$ cat src/rtl/tstamp_pkg.sv
package tstamp_pkg;
   localparam int N_FIELDS = 6;
   localparam int BYTE_W   = 8;
   localparam int N_FLAGS  = 2;
   // field order: seconds, minutes, hours, day of month, month, year
   localparam int FIELD_W [N_FIELDS] = '{7, 7, 6, 6, 5, 8};

   typedef logic [N_FIELDS-1:0][BYTE_W-1:0] bcd_bank_t;

   typedef enum logic [1:0] {
      DEC_IDLE       = 2'd0,
      DEC_TAKE       = 2'd1,
      DEC_BLOCK_OFF  = 2'd2,
      DEC_BLOCK_HELD = 2'd3
   } decision_t;
endpackage

$ cat src/rtl/tstamp_edge.sv
module tstamp_edge #(
   parameter bit TRIG_FALL = 1'b1
) (
   input  logic clk,
   input  logic rst_n,
   input  logic pin_i,
   output logic event_o
);
   logic pin_q;

   always_ff @(posedge clk or negedge rst_n) begin
      if (!rst_n) pin_q <= TRIG_FALL;
      else        pin_q <= pin_i;
   end

   generate
      if (TRIG_FALL) begin : g_fall
         assign event_o = pin_q & ~pin_i;
      end else begin : g_rise
         assign event_o = ~pin_q & pin_i;
      end
   endgenerate
endmodule

$ cat src/rtl/tstamp_gate.sv
module tstamp_gate
   import tstamp_pkg::*;
#(
   parameter int NF = N_FLAGS
) (
   input  logic          clk,
   input  logic          rst_n,
   input  logic          event_i,
   input  logic          off_i,
   input  logic          keep_first_i,
   input  logic [NF-1:0] clr_i,
   output logic          take_o,
   output logic [NF-1:0] flags_o
);
   decision_t dec;

   generate
      if (NF < 1) begin : g_bad_nf
         $error("tstamp_gate needs at least one flag");
      end
   endgenerate

   always_comb begin
      if (!event_i)                       dec = DEC_IDLE;
      else if (off_i)                     dec = DEC_BLOCK_OFF;
      else if (keep_first_i && |flags_o)  dec = DEC_BLOCK_HELD;
      else                                dec = DEC_TAKE;
   end

   assign take_o = (dec == DEC_TAKE);

   generate
      for (genvar f = 0; f < NF; f++) begin : g_flag
         always_ff @(posedge clk or negedge rst_n) begin
            if (!rst_n)         flags_o[f] <= 1'b0;
            else if (take_o)    flags_o[f] <= 1'b1;
            else if (clr_i[f])  flags_o[f] <= 1'b0;
         end
      end
   endgenerate
endmodule

$ cat src/rtl/tstamp_store.sv
module tstamp_store
   import tstamp_pkg::*;
(
   input  logic      clk,
   input  logic      rst_n,
   input  logic      take_i,
   input  bcd_bank_t now_i,
   output bcd_bank_t stamp_o
);
   generate
      for (genvar g = 0; g < N_FIELDS; g++) begin : g_field
         localparam int W = FIELD_W[g];
         if (W < 1 || W > BYTE_W) begin : g_bad_w
            $error("tstamp_store field width out of range");
         end
         localparam logic [BYTE_W-1:0] MASK = BYTE_W'((64'd1 << W) - 64'd1);
         logic [BYTE_W-1:0] r;
         always_ff @(posedge clk or negedge rst_n) begin
            if (!rst_n)      r <= '0;
            else if (take_i) r <= now_i[g] & MASK;
         end
         assign stamp_o[g] = r;
      end
   endgenerate
endmodule

$ cat src/rtl/tamper_stamp.sv
module tamper_stamp
   import tstamp_pkg::*;
#(
   parameter bit TRIG_FALL = 1'b1
) (
   input  logic       clk,
   input  logic       rst_n,
   input  logic       tamper_i,
   input  logic       cap_off_i,
   input  logic       keep_first_i,
   input  logic       irq_en_i,
   input  logic       clr_flag_a_i,
   input  logic       clr_flag_b_i,
   input  logic [7:0] sec_i,
   input  logic [7:0] min_i,
   input  logic [7:0] hour_i,
   input  logic [7:0] mday_i,
   input  logic [7:0] month_i,
   input  logic [7:0] year_i,
   output logic       flag_a_o,
   output logic       flag_b_o,
   output logic       irq_o,
   output logic [7:0] stamp_sec_o,
   output logic [7:0] stamp_min_o,
   output logic [7:0] stamp_hour_o,
   output logic [7:0] stamp_mday_o,
   output logic [7:0] stamp_month_o,
   output logic [7:0] stamp_year_o
);
   logic               ev;
   logic               take;
   logic [N_FLAGS-1:0] flags;
   bcd_bank_t          now_bank;
   bcd_bank_t          stamp_bank;

   assign now_bank = {year_i, month_i, mday_i, hour_i, min_i, sec_i};

   tstamp_edge #(.TRIG_FALL(TRIG_FALL)) u_edge (
      .clk     (clk),
      .rst_n   (rst_n),
      .pin_i   (tamper_i),
      .event_o (ev)
   );

   tstamp_gate #(.NF(N_FLAGS)) u_gate (
      .clk          (clk),
      .rst_n        (rst_n),
      .event_i      (ev),
      .off_i        (cap_off_i),
      .keep_first_i (keep_first_i),
      .clr_i        ({clr_flag_b_i, clr_flag_a_i}),
      .take_o       (take),
      .flags_o      (flags)
   );

   tstamp_store u_store (
      .clk     (clk),
      .rst_n   (rst_n),
      .take_i  (take),
      .now_i   (now_bank),
      .stamp_o (stamp_bank)
   );

   assign flag_a_o      = flags[0];
   assign flag_b_o      = flags[1];
   assign irq_o         = irq_en_i & (|flags);
   assign stamp_sec_o   = stamp_bank[0];
   assign stamp_min_o   = stamp_bank[1];
   assign stamp_hour_o  = stamp_bank[2];
   assign stamp_mday_o  = stamp_bank[3];
   assign stamp_month_o = stamp_bank[4];
   assign stamp_year_o  = stamp_bank[5];
endmodule

$ cat config.mk
export PLATFORM = sky130hd
export DESIGN_NAME = tamper_stamp
export DESIGN_NICKNAME = d
export VERILOG_FILES = /design/src/rtl/tstamp_pkg.sv /design/src/rtl/tstamp_edge.sv /design/src/rtl/tstamp_gate.sv /design/src/rtl/tstamp_store.sv /design/src/rtl/tamper_stamp.sv
export SDC_FILE = /design/constraint.sdc
export NUM_CORES = 1
export LEC_CHECK = 0
export BUFFER_PORTS_ARGS = -buffer_cell sky130_fd_sc_hd__buf_2
export CAP_MARGIN = 0
export CORE_ASPECT_RATIO = 0.6
export CORE_UTILIZATION = 30
export DETAILED_ROUTE_END_ITERATION = 12
export REMOVE_ABC_BUFFERS = 1
export SLEW_MARGIN = 20
export SYNTH_ARGS = -nofsm -noshare
export SYNTH_HDL_FRONTEND = slang
export SYNTH_SLANG_ARGS = --single-unit
$ cat constraint.sdc
create_clock -name clk -period 1.7 [get_ports clk]
set_clock_uncertainty 0.15 [all_clocks]
set_input_delay 0.17 -clock clk [delete_from_list [all_inputs] [get_ports clk]]
set_output_delay 0.17 -clock clk [all_outputs]
set_load 0.01 [all_outputs]
==> flow_summary.toml, run 1 <==
[cells_and_area]
stdcell_area_um2 = 2855
utilization = 0.5031
drive_above_1_share = 0.5809
antennaDiodeCount = 0
fin_nets = 296
fin_cells = 321
fillers = 514
syn_to_final_growth_pct = 58.14

[synthesis]
synth_compound_area_frac = 0.01455
ys_seq_area_frac = 0.5828
synthXorXnorAreaFrac = 0
synthCells = 103
synth_top_family_by_area = "multiplexers"
synth_warnings = 0
synth_seq_cells = 42
syn_avg_cell_area_um2 = 17.53
synthSimpleGateAreaFrac = 0.01178
synth.area.mux_share = 0.3222
yosys.area_share.adder = 0
synth_area_um2 = 1805
synth_cell_types = 13

[critical_path]
cp_max_fo = 23
reg2reg_setup_slack_ps = 210
rr_worst_depth = 4
worst_r2r_endpoint = "u_store.g_field[0].r[2]"
worstSetupStartpointType = "primary input"
end_kind = "flop"
critPathRequiredTime_ps = 1720
critPathArrivalTime_ps = 1640
critPathKind = "primary input to flop"
r2r-start = "u_gate.flags_o[0]"

[detailed_routing]
wl_mm = 3.868
viasPerCell = 3.882
wl_per_cell_um = 12.05
dr.pass1.iters = 3
vias = 1246
drt.antenna.violating_nets = 0
drc_errors = 0
drtIter0Drc = 22

[global_route]
grt_pass1_vias = 1224
use_met2 = 0.1965
grt_antenna_before_repair = 0
grt_max_degree = 24
top_usage_layer = "met2"
grt_pass1_wl_mm = 5.554
use_met1 = 0.1507
grt_usage = 0.1203
grt.overflow.total = 0
use_met3 = 0.04922

[floorplan]
die-area_um2 = 6342
row_count = 21
die_h_um = 62.09
start_util = 0.3181
io_pins = 107
coreArea_um2 = 5675
fp.dieW_um = 102.2

[sta]
hold_viol = 0
period_share = 0.9515
rsz0062_at_grt = "false"
fmax_ghz = 0.6182
maxSlewViolCount = 0
final.min_clock_period_ps = 1618
whs_ps = 131.4
setup_violations = 0

[clock_network]
cts_root_buf = "clkbuf_8"
cts_resized = 0
clk_pin_slew_worst_paths_ps = 80
cts_sinks = 42
cts_buffer_depth = 2
post_cts_buffers = 0
cts_buffers = 5
h-tree-depth = 2
cts_tree = "built"
clk-insertion-delay-late_ps = 280

[placement]
globalplace.congestion = 0.6411
dp_hpwl_mm = 2.410
io_buffers = 88
placed_area_um2 = 2318
dpl.cell_count = 270

[min_path]
hold_class = "primary input to async pin"

[run]
cap_violations = 0

[run_status]
status = "finished, final reports clean"

[pwr]
p_int_mw = 2.211
ir_drop_mv = 0.4300
power_frac_comb = 0.297
p_seq_frac = 0.450
clkPwrFrac = 0.254
powerDensity_nw_per_um2 = 1046
p_total_mw = 2.985
switching_share = 0.2595
p_leak_nw = 1.523
netSwitchingPower_mw = 0.7747
-- worst max-delay path, stage by stage --
cell	delay [ps]
dlygate4sd3_1	540
buf_2	130
nor2_1	160
nand3_4	120
buf_12	180
mux2_4	310
-- cell usage after synthesis, drive strengths merged --
cell   count  area (um2)
inv        2       7.510
nand3      1       17.52
dfrtp     41        1026
conb       1       3.750
o21ai      3       18.77
buf       13       112.6
mux2      39       581.8
dfstp      1       26.28
nor2       1       3.750
o21a       1       7.510
-- sequential cells by signal, summed over array words and instances (netlist names) --
| signal | cells |
|---|---|
| u_edge.pin_q | 1 |
| u_store.g_field.r | 39 |
| u_gate.flags_o | 2 |
-- placed cells by master, fill, tap and decap left out --
cell,count
buf_2,88
dlygate4sd3_1,43
dfrtp_1,41
mux2_4,38
conb_1,9
clkbuf_8,5
inv_1,2
o21ai_0,2
clkbuf_1,2
buf_12,2
buf_4,2
o21a_1,1
o21ai_2,1
nor2_1,1
nand3_4,1
mux2_2,1
bufinv_16,1
dfstp_2,1
-- worst max path at each step --
stage	startpoint	end	slack, ps	cells after the start
floorplan	u_gate.flags_o[0]	u_store.g_field[0].r[0]	-160	3
global placement	u_gate.flags_o[0]	u_store.g_field[5].r[2]	220	4
detailed placement	u_gate.flags_o[0]	u_store.g_field[4].r[1]	210	4
CTS	tamper_i	u_store.g_field[4].r[1]	110	6
global route	tamper_i	u_store.g_field[4].r[1]	20	6
finish	tamper_i	u_store.g_field[0].r[2]	80	6
-- layout make-up --
cell class	instances	area [um2]	area share
clock buffer	7	76.32	0.02673
clock inverter	1	30.03	0.01052
inverter	2	7.507	0.002629
multi-input combinational	54	663.1	0.2323
sequential	42	1052	0.3685
tap	80	100.1	0.03506
timing repair buffer	135	925.9	0.3243
-- what timing repair did --
item                                   in CTS  in global routing
endpoints found under the hold margin      83                  0
setup endpoints to repair                   0                  0
hold buffers                               43                  0
-- through the flow --
| stage | setup TNS (ps) | setup slack (ps) |
|---|---|---|
| after global placement | 0 | 218.4 |
| after global routing | 0 | 20.68 |
| after detailed placement | 0 | 207.7 |
| after floorplan | -6241 | -160.4 |
| final | 0 | 82.45 |
| after CTS | 0 | 110.7 |
-- power groups by stage --
| stage | sequential (mW) | clock [mW] | combinational [mW] |
|---|---|---|---|
| 6_report | 1.34 | 0.757 | 0.886 |
| 4_1_cts | 1.34 | 0.791 | 0.890 |
| 3_5_place_dp | 1.35 | 0 | 0.816 |
| 3_3_place_gp | 1.35 | 0 | 0.806 |
| 2_1_floorplan | 1.46 | 0 | 0.357 |
| 5_1_grt | 1.37 | 0.843 | 0.961 |
-- metal layers --
metal	wire length (um)	vias to the layer above	part of all wire
met1	1922	582	0.50
met3	283	2	0.073
met2	1649	58	0.43
met4	12	0	0.0031
met5	0	-	0
li1	-	604	-
-- kinds of logic after synthesis --
| family | Yosys count |
|---|---|
| mux | 39 |
| simple gates | 2 |
| flops | 42 |
| compound gates | 4 |
| other cells | 1 |
| buf+inv | 15 |
Note: power is estimated with default switching activity, not from simulation.
==> run 2: changes to the inputs <==
--- a/config.mk
+++ b/config.mk
@@ -10,6 +10,7 @@
 export CORE_ASPECT_RATIO = 0.6
 export CORE_UTILIZATION = 30
 export DETAILED_ROUTE_END_ITERATION = 12
+export PLACE_DENSITY = 0.66
 export REMOVE_ABC_BUFFERS = 1
 export SLEW_MARGIN = 20
 export SYNTH_ARGS = -nofsm -noshare
==> run 2 against run 1 <==
Effect of this change:
- hold slack gained 100 ps
- via count increased by 2.7%
- core utilization up 0.15 points
- first-iteration DRC count shrank 4.5%
- power rose by 1.3%
- count of clock-buffer cells in the layout fell by 1
- largest cell class unchanged
- non-clock buffer count shrank 1
- final area up 0.31%
==> flow_summary.toml, run 2 (synthesis gave the netlist of run 1 again) <==
[detailed_routing]
vias = 1280
drtIter0Drc = 21
drt.antenna.violating_nets = 0
wl_per_cell_um = 13.36
wl_mm = 4.274
drc_errors = 0
dr.pass1.iters = 3
viasPerCell = 4.000

[cells_and_area]
fin_cells = 320
fillers = 493
largest_register_ffs = 39
drive_above_1_share = 0.5833
largestRegisters = "u_store.g_field.r (39), u_gate.flags_o (2), u_edge.pin_q (1)"
syn_to_final_growth_pct = 58.63
stdcell_area_um2 = 2864
fin_nets = 295
utilization = 0.5046
antennaDiodeCount = 0
regMostFlops = "u_store.g_field.r"
mostFrequentLayoutCell = "buf_2"
layout_common_cells = "buf_2 (88), dlygate4sd3_1 (43), dfrtp_1 (41)"

[clock_network]
cts_buffer_depth = 2
cts_tree = "built"
cts_root_buf = "clkbuf_8"
h-tree-depth = 2
post_cts_buffers = 0
cts_resized = 0
clk_pin_slew_worst_paths_ps = 80
clk-insertion-delay-late_ps = 290
cts_buffers = 5
cts_sinks = 42

[sta]
setup_violations = 0
fmax_ghz = 0.6174
period_share = 0.9527
maxSlewViolCount = 0
hold_viol = 0
final.min_clock_period_ps = 1620
rsz0062_at_grt = "false"
whs_ps = 235.6

[critical_path]
rr_worst_depth = 4
critPathKind = "primary input to flop"
worst_r2r_endpoint = "u_store.g_field[5].r[2]"
r2r-start = "u_gate.flags_o[0]"
critPathRequiredTime_ps = 1730
reg2reg_setup_slack_ps = 160
critPathArrivalTime_ps = 1640
worstSetupStartpointType = "primary input"
cp_max_fo = 28
end_kind = "flop"

[pwr]
p_total_mw = 3.023
powerDensity_nw_per_um2 = 1055
ir_drop_mv = 0.3952
p_leak_nw = 1.521

[floorplan]
die-area_um2 = 6342
die_h_um = 62.09
coreArea_um2 = 5675
row_count = 21
io_pins = 107
start_util = 0.3181
fp.dieW_um = 102.2

[global_route]
grt_antenna_before_repair = 0
grt.overflow.total = 0
grt_max_degree = 29
grt_pass1_vias = 1242
grt_pass1_wl_mm = 6.106
grt_usage = 0.1352

[placement]
placed_area_um2 = 2323
globalplace.congestion = 0.6596
io_buffers = 88
dp_hpwl_mm = 2.435
dpl.cell_count = 269

[run]
cap_violations = 0

[run_status]
status = "finished, final reports clean"

[min_path]
hold_class = "primary input to async pin"
## run 2: cell types whose count changed in the layout (fill, tap and decap cells not counted)
cell        change
buf_4           -2
clkinvlp_4      +1
clkbuf_1        -1
buf_12          +1
## run 2: cell type report
class | count | area [um2] | share of cell area
clock inverters | 2 | 37.54 | 0.01311
multi-input cells | 54 | 663.1 | 0.2315
flip-flops and latches | 42 | 1052 | 0.3674
repair buffers | 134 | 930.9 | 0.3250
well taps | 80 | 100.1 | 0.03495
inverters | 2 | 7.507 | 0.002621
clock buffers | 6 | 72.57 | 0.02534
## run 2: power breakdown
part | leakage [nW] | internal [mW] | total [mW] | switching, mW
clock network | 0.0514 | 0.438 | 0.785 | 0.347
registers | 0.500 | 1.22 | 1.34 | 0.120
logic | 0.970 | 0.551 | 0.896 | 0.345
total | 1.52 | 2.21 | 3.02 | 0.812
## run 2: what timing repair did
item,in CTS,in global routing
setup endpoints to repair,0,0
hold buffers,43,0
endpoints found under the hold margin,60,0
## run 2: through the flow
stage / setup WS (ps) / TNS (ps)
after floorplan: -160.4 / -6241
after global placement: 206.5 / 0
after detailed placement: 195.6 / 0
after CTS: 87.69 / 0
after global routing: 22.12 / 0
final: 80.33 / 0
## run 2: worst max path at each step
| stage | start | to | slack [ps] |
|---|---|---|---|
| global route | tamper_i | u_store.g_field[0].r[0] | 20 |
| finish | tamper_i | u_store.g_field[5].r[2] | 80 |
| floorplan | u_gate.flags_o[0] | u_store.g_field[0].r[0] | -160 |
| global placement | u_gate.flags_o[0] | u_store.g_field[5].r[2] | 210 |
| detailed placement | u_gate.flags_o[0] | u_store.g_field[5].r[2] | 200 |
| CTS | tamper_i | u_store.g_field[5].r[2] | 90 |
## run 2: critical path: stages
cell	delay, ps
dlygate4sd3_1	530
buf_2	130
nor2_1	160
nand3_4	120
buf_12	200
mux2_4	320
## run 2: routing by layer
metal  part of all wire  GRT usage
met1               0.44     0.1656
met2               0.48     0.2224
met3              0.064    0.04362
met4              0.020    0.06327
met5                  0          0
==> run 3: changes to the inputs <==
--- a/config.mk
+++ b/config.mk
@@ -6,8 +6,7 @@
 export NUM_CORES = 1
 export LEC_CHECK = 0
 export BUFFER_PORTS_ARGS = -buffer_cell sky130_fd_sc_hd__buf_2
-export CAP_MARGIN = 0
-export CORE_ASPECT_RATIO = 0.6
+export CORE_ASPECT_RATIO = 0.75
 export CORE_UTILIZATION = 30
 export DETAILED_ROUTE_END_ITERATION = 12
 export PLACE_DENSITY = 0.66
==> run 3 against run 2 <==
Effect of this change:
- combinational power about the same
- sequential cell count is the same
- global-route usage is 0.057 points lower
- fmax is 1.3% higher
- clock power fell by 21%
- hold slack better by 2.7 ps
- wire length decreased by 3.8%
- critical path depth fell by 2
- final area decreased by 0.66%
- first-iteration DRC count grew 140%
- critical path type is now flop to flop
- largest cell class unchanged
==> flow_summary.toml, run 3 (synthesis gave the netlist of run 1 again) <==
[floorplan]
io_pins = 107
die-area_um2 = 6336
coreArea_um2 = 5796
fp.dieW_um = 91.58
row_count = 24
die_h_um = 69.19
start_util = 0.3115

[sta]
finalSetupTns_ps = 0
period_share = 0.9407
fmax_ghz = 0.6253
rsz0062_at_grt = "false"
final.min_clock_period_ps = 1599
setup_violations = 0
maxSlewViolCount = 0
hold_viol = 0

[critical_path]
critPathKind = "flop to flop"
critPathRequiredTime_ps = 1720
r2r-start = "u_gate.flags_o[0]"
worstSetupStartpointType = "flop"
rr_worst_depth = 4
end_kind = "flop"
worst_r2r_endpoint = "u_store.g_field[3].r[2]"
reg2reg_setup_slack_ps = 100
cp_max_fo = 17
critPathArrivalTime_ps = 1620

[run]
cap_violations = 0

[clock_network]
cts_buffer_depth = 2
h-tree-depth = 2
cts_tree = "built"
cts_sinks = 42
clk_pin_slew_worst_paths_ps = 80
cts_root_buf = "clkbuf_8"
cts_buffers = 5
clk-insertion-delay-late_ps = 290
post_cts_buffers = 0

[cells_and_area]
regMostFlops = "u_store.g_field.r"
layout_common_cells = "buf_2 (88), dlygate4sd3_1 (43), dfrtp_1 (41)"
largestRegisters = "u_store.g_field.r (39), u_gate.flags_o (2), u_edge.pin_q (1)"
syn_to_final_growth_pct = 57.59
fin_nets = 296
largest_register_ffs = 39
drive_above_1_share = 0.5851
antennaDiodeCount = 0
utilization = 0.4909
mostFrequentLayoutCell = "buf_2"

[placement]
globalplace.congestion = 0.6746
dp_hpwl_mm = 2.572
io_buffers = 88

[detailed_routing]
drc_errors = 0
dr.pass1.iters = 7
drtIter0Drc = 50
wl_per_cell_um = 12.88
vias = 1276
drt.antenna.violating_nets = 0
wl_mm = 4.110
viasPerCell = 4.000

[global_route]
grt.overflow.total = 0
grt_antenna_before_repair = 0
grt_max_degree = 24
grt_pass1_vias = 1279
grt_pass1_wl_mm = 6.444
grt_usage = 0.1346

[min_path]
hold_class = "primary input to async pin"

[run_status]
status = "finished, final reports clean"

[pwr]
p_leak_nw = 1.519
ir_drop_mv = 0.2804
powerDensity_nw_per_um2 = 1005
-- run 3: report_power, final --
part	internal (mW)	switching, mW	leakage, nW
logic	0.552	0.344	0.974
registers	1.22	0.119	0.500
clock network	0.290	0.335	0.0452
-- run 3: repair_timing --
item	in CTS	in global routing
hold buffers	43	0
endpoints found under the hold margin	61	0
gates resized for setup	0	0
-- run 3: layer usage --
metal  global-route usage  up-vias  wire, um
met5                    0        -         0
met4              0.05291        0        55
met3              0.04276        7       276
met2               0.2097       55      1908
met1               0.1743      608      1870
li1                     -      606         -
-- run 3: worst max-delay path by stage --
stage                                 start                 endpoint  slack (ps)  cells past startpoint
after floorplan           u_gate.flags_o[0]  u_store.g_field[0].r[0]        -160                      3
after global placement    u_gate.flags_o[0]  u_store.g_field[4].r[4]         120                      4
after detailed placement  u_gate.flags_o[0]  u_store.g_field[1].r[6]         120                      4
after CTS                 u_gate.flags_o[0]  u_store.g_field[3].r[2]         100                      4
after global routing      u_gate.flags_o[0]  u_store.g_field[3].r[2]          30                      4
final                     u_gate.flags_o[0]  u_store.g_field[3].r[2]         100                      4
-- run 3: final cells by class --
| cell class | instances | area (um2) |
|---|---|---|
| fillers | 503 | 2950 |
| flip-flops and latches | 42 | 1052 |
| repair buffers | 135 | 938.4 |
| multi-input cells | 54 | 663.1 |
| well taps | 78 | 97.59 |
| clock buffers | 6 | 72.57 |
| clock inverters | 2 | 13.76 |
| inverters | 2 | 7.507 |
-- run 3: per-stage QoR --
| step | total power, mW | cells | instance area (um2) | worst slack (ps) | hold WS, ps |
|---|---|---|---|---|---|
| CTS | 2.905 | 319 | 2845 | 98.58 | 221.3 |
| floorplan | 1.820 | 98 | 1723 | -160.4 | -275.6 |
| global route | 3.032 | 319 | 2845 | 29.45 | 265.1 |
| finish | 2.861 | 319 | 2845 | 100.8 | 238.3 |
| detailed placement | 2.177 | 268 | 2328 | 117.4 | 5.519 |
| global placement | 2.165 | 268 | 2328 | 124.0 | 9.788 |
-- run 3: worst max-delay path, cell delays in order, from the launching register on --
cell and delay, ps:
dfrtp_1 420, o21ai_2 180, nand3_4 190, buf_12 220
mux2_4 310
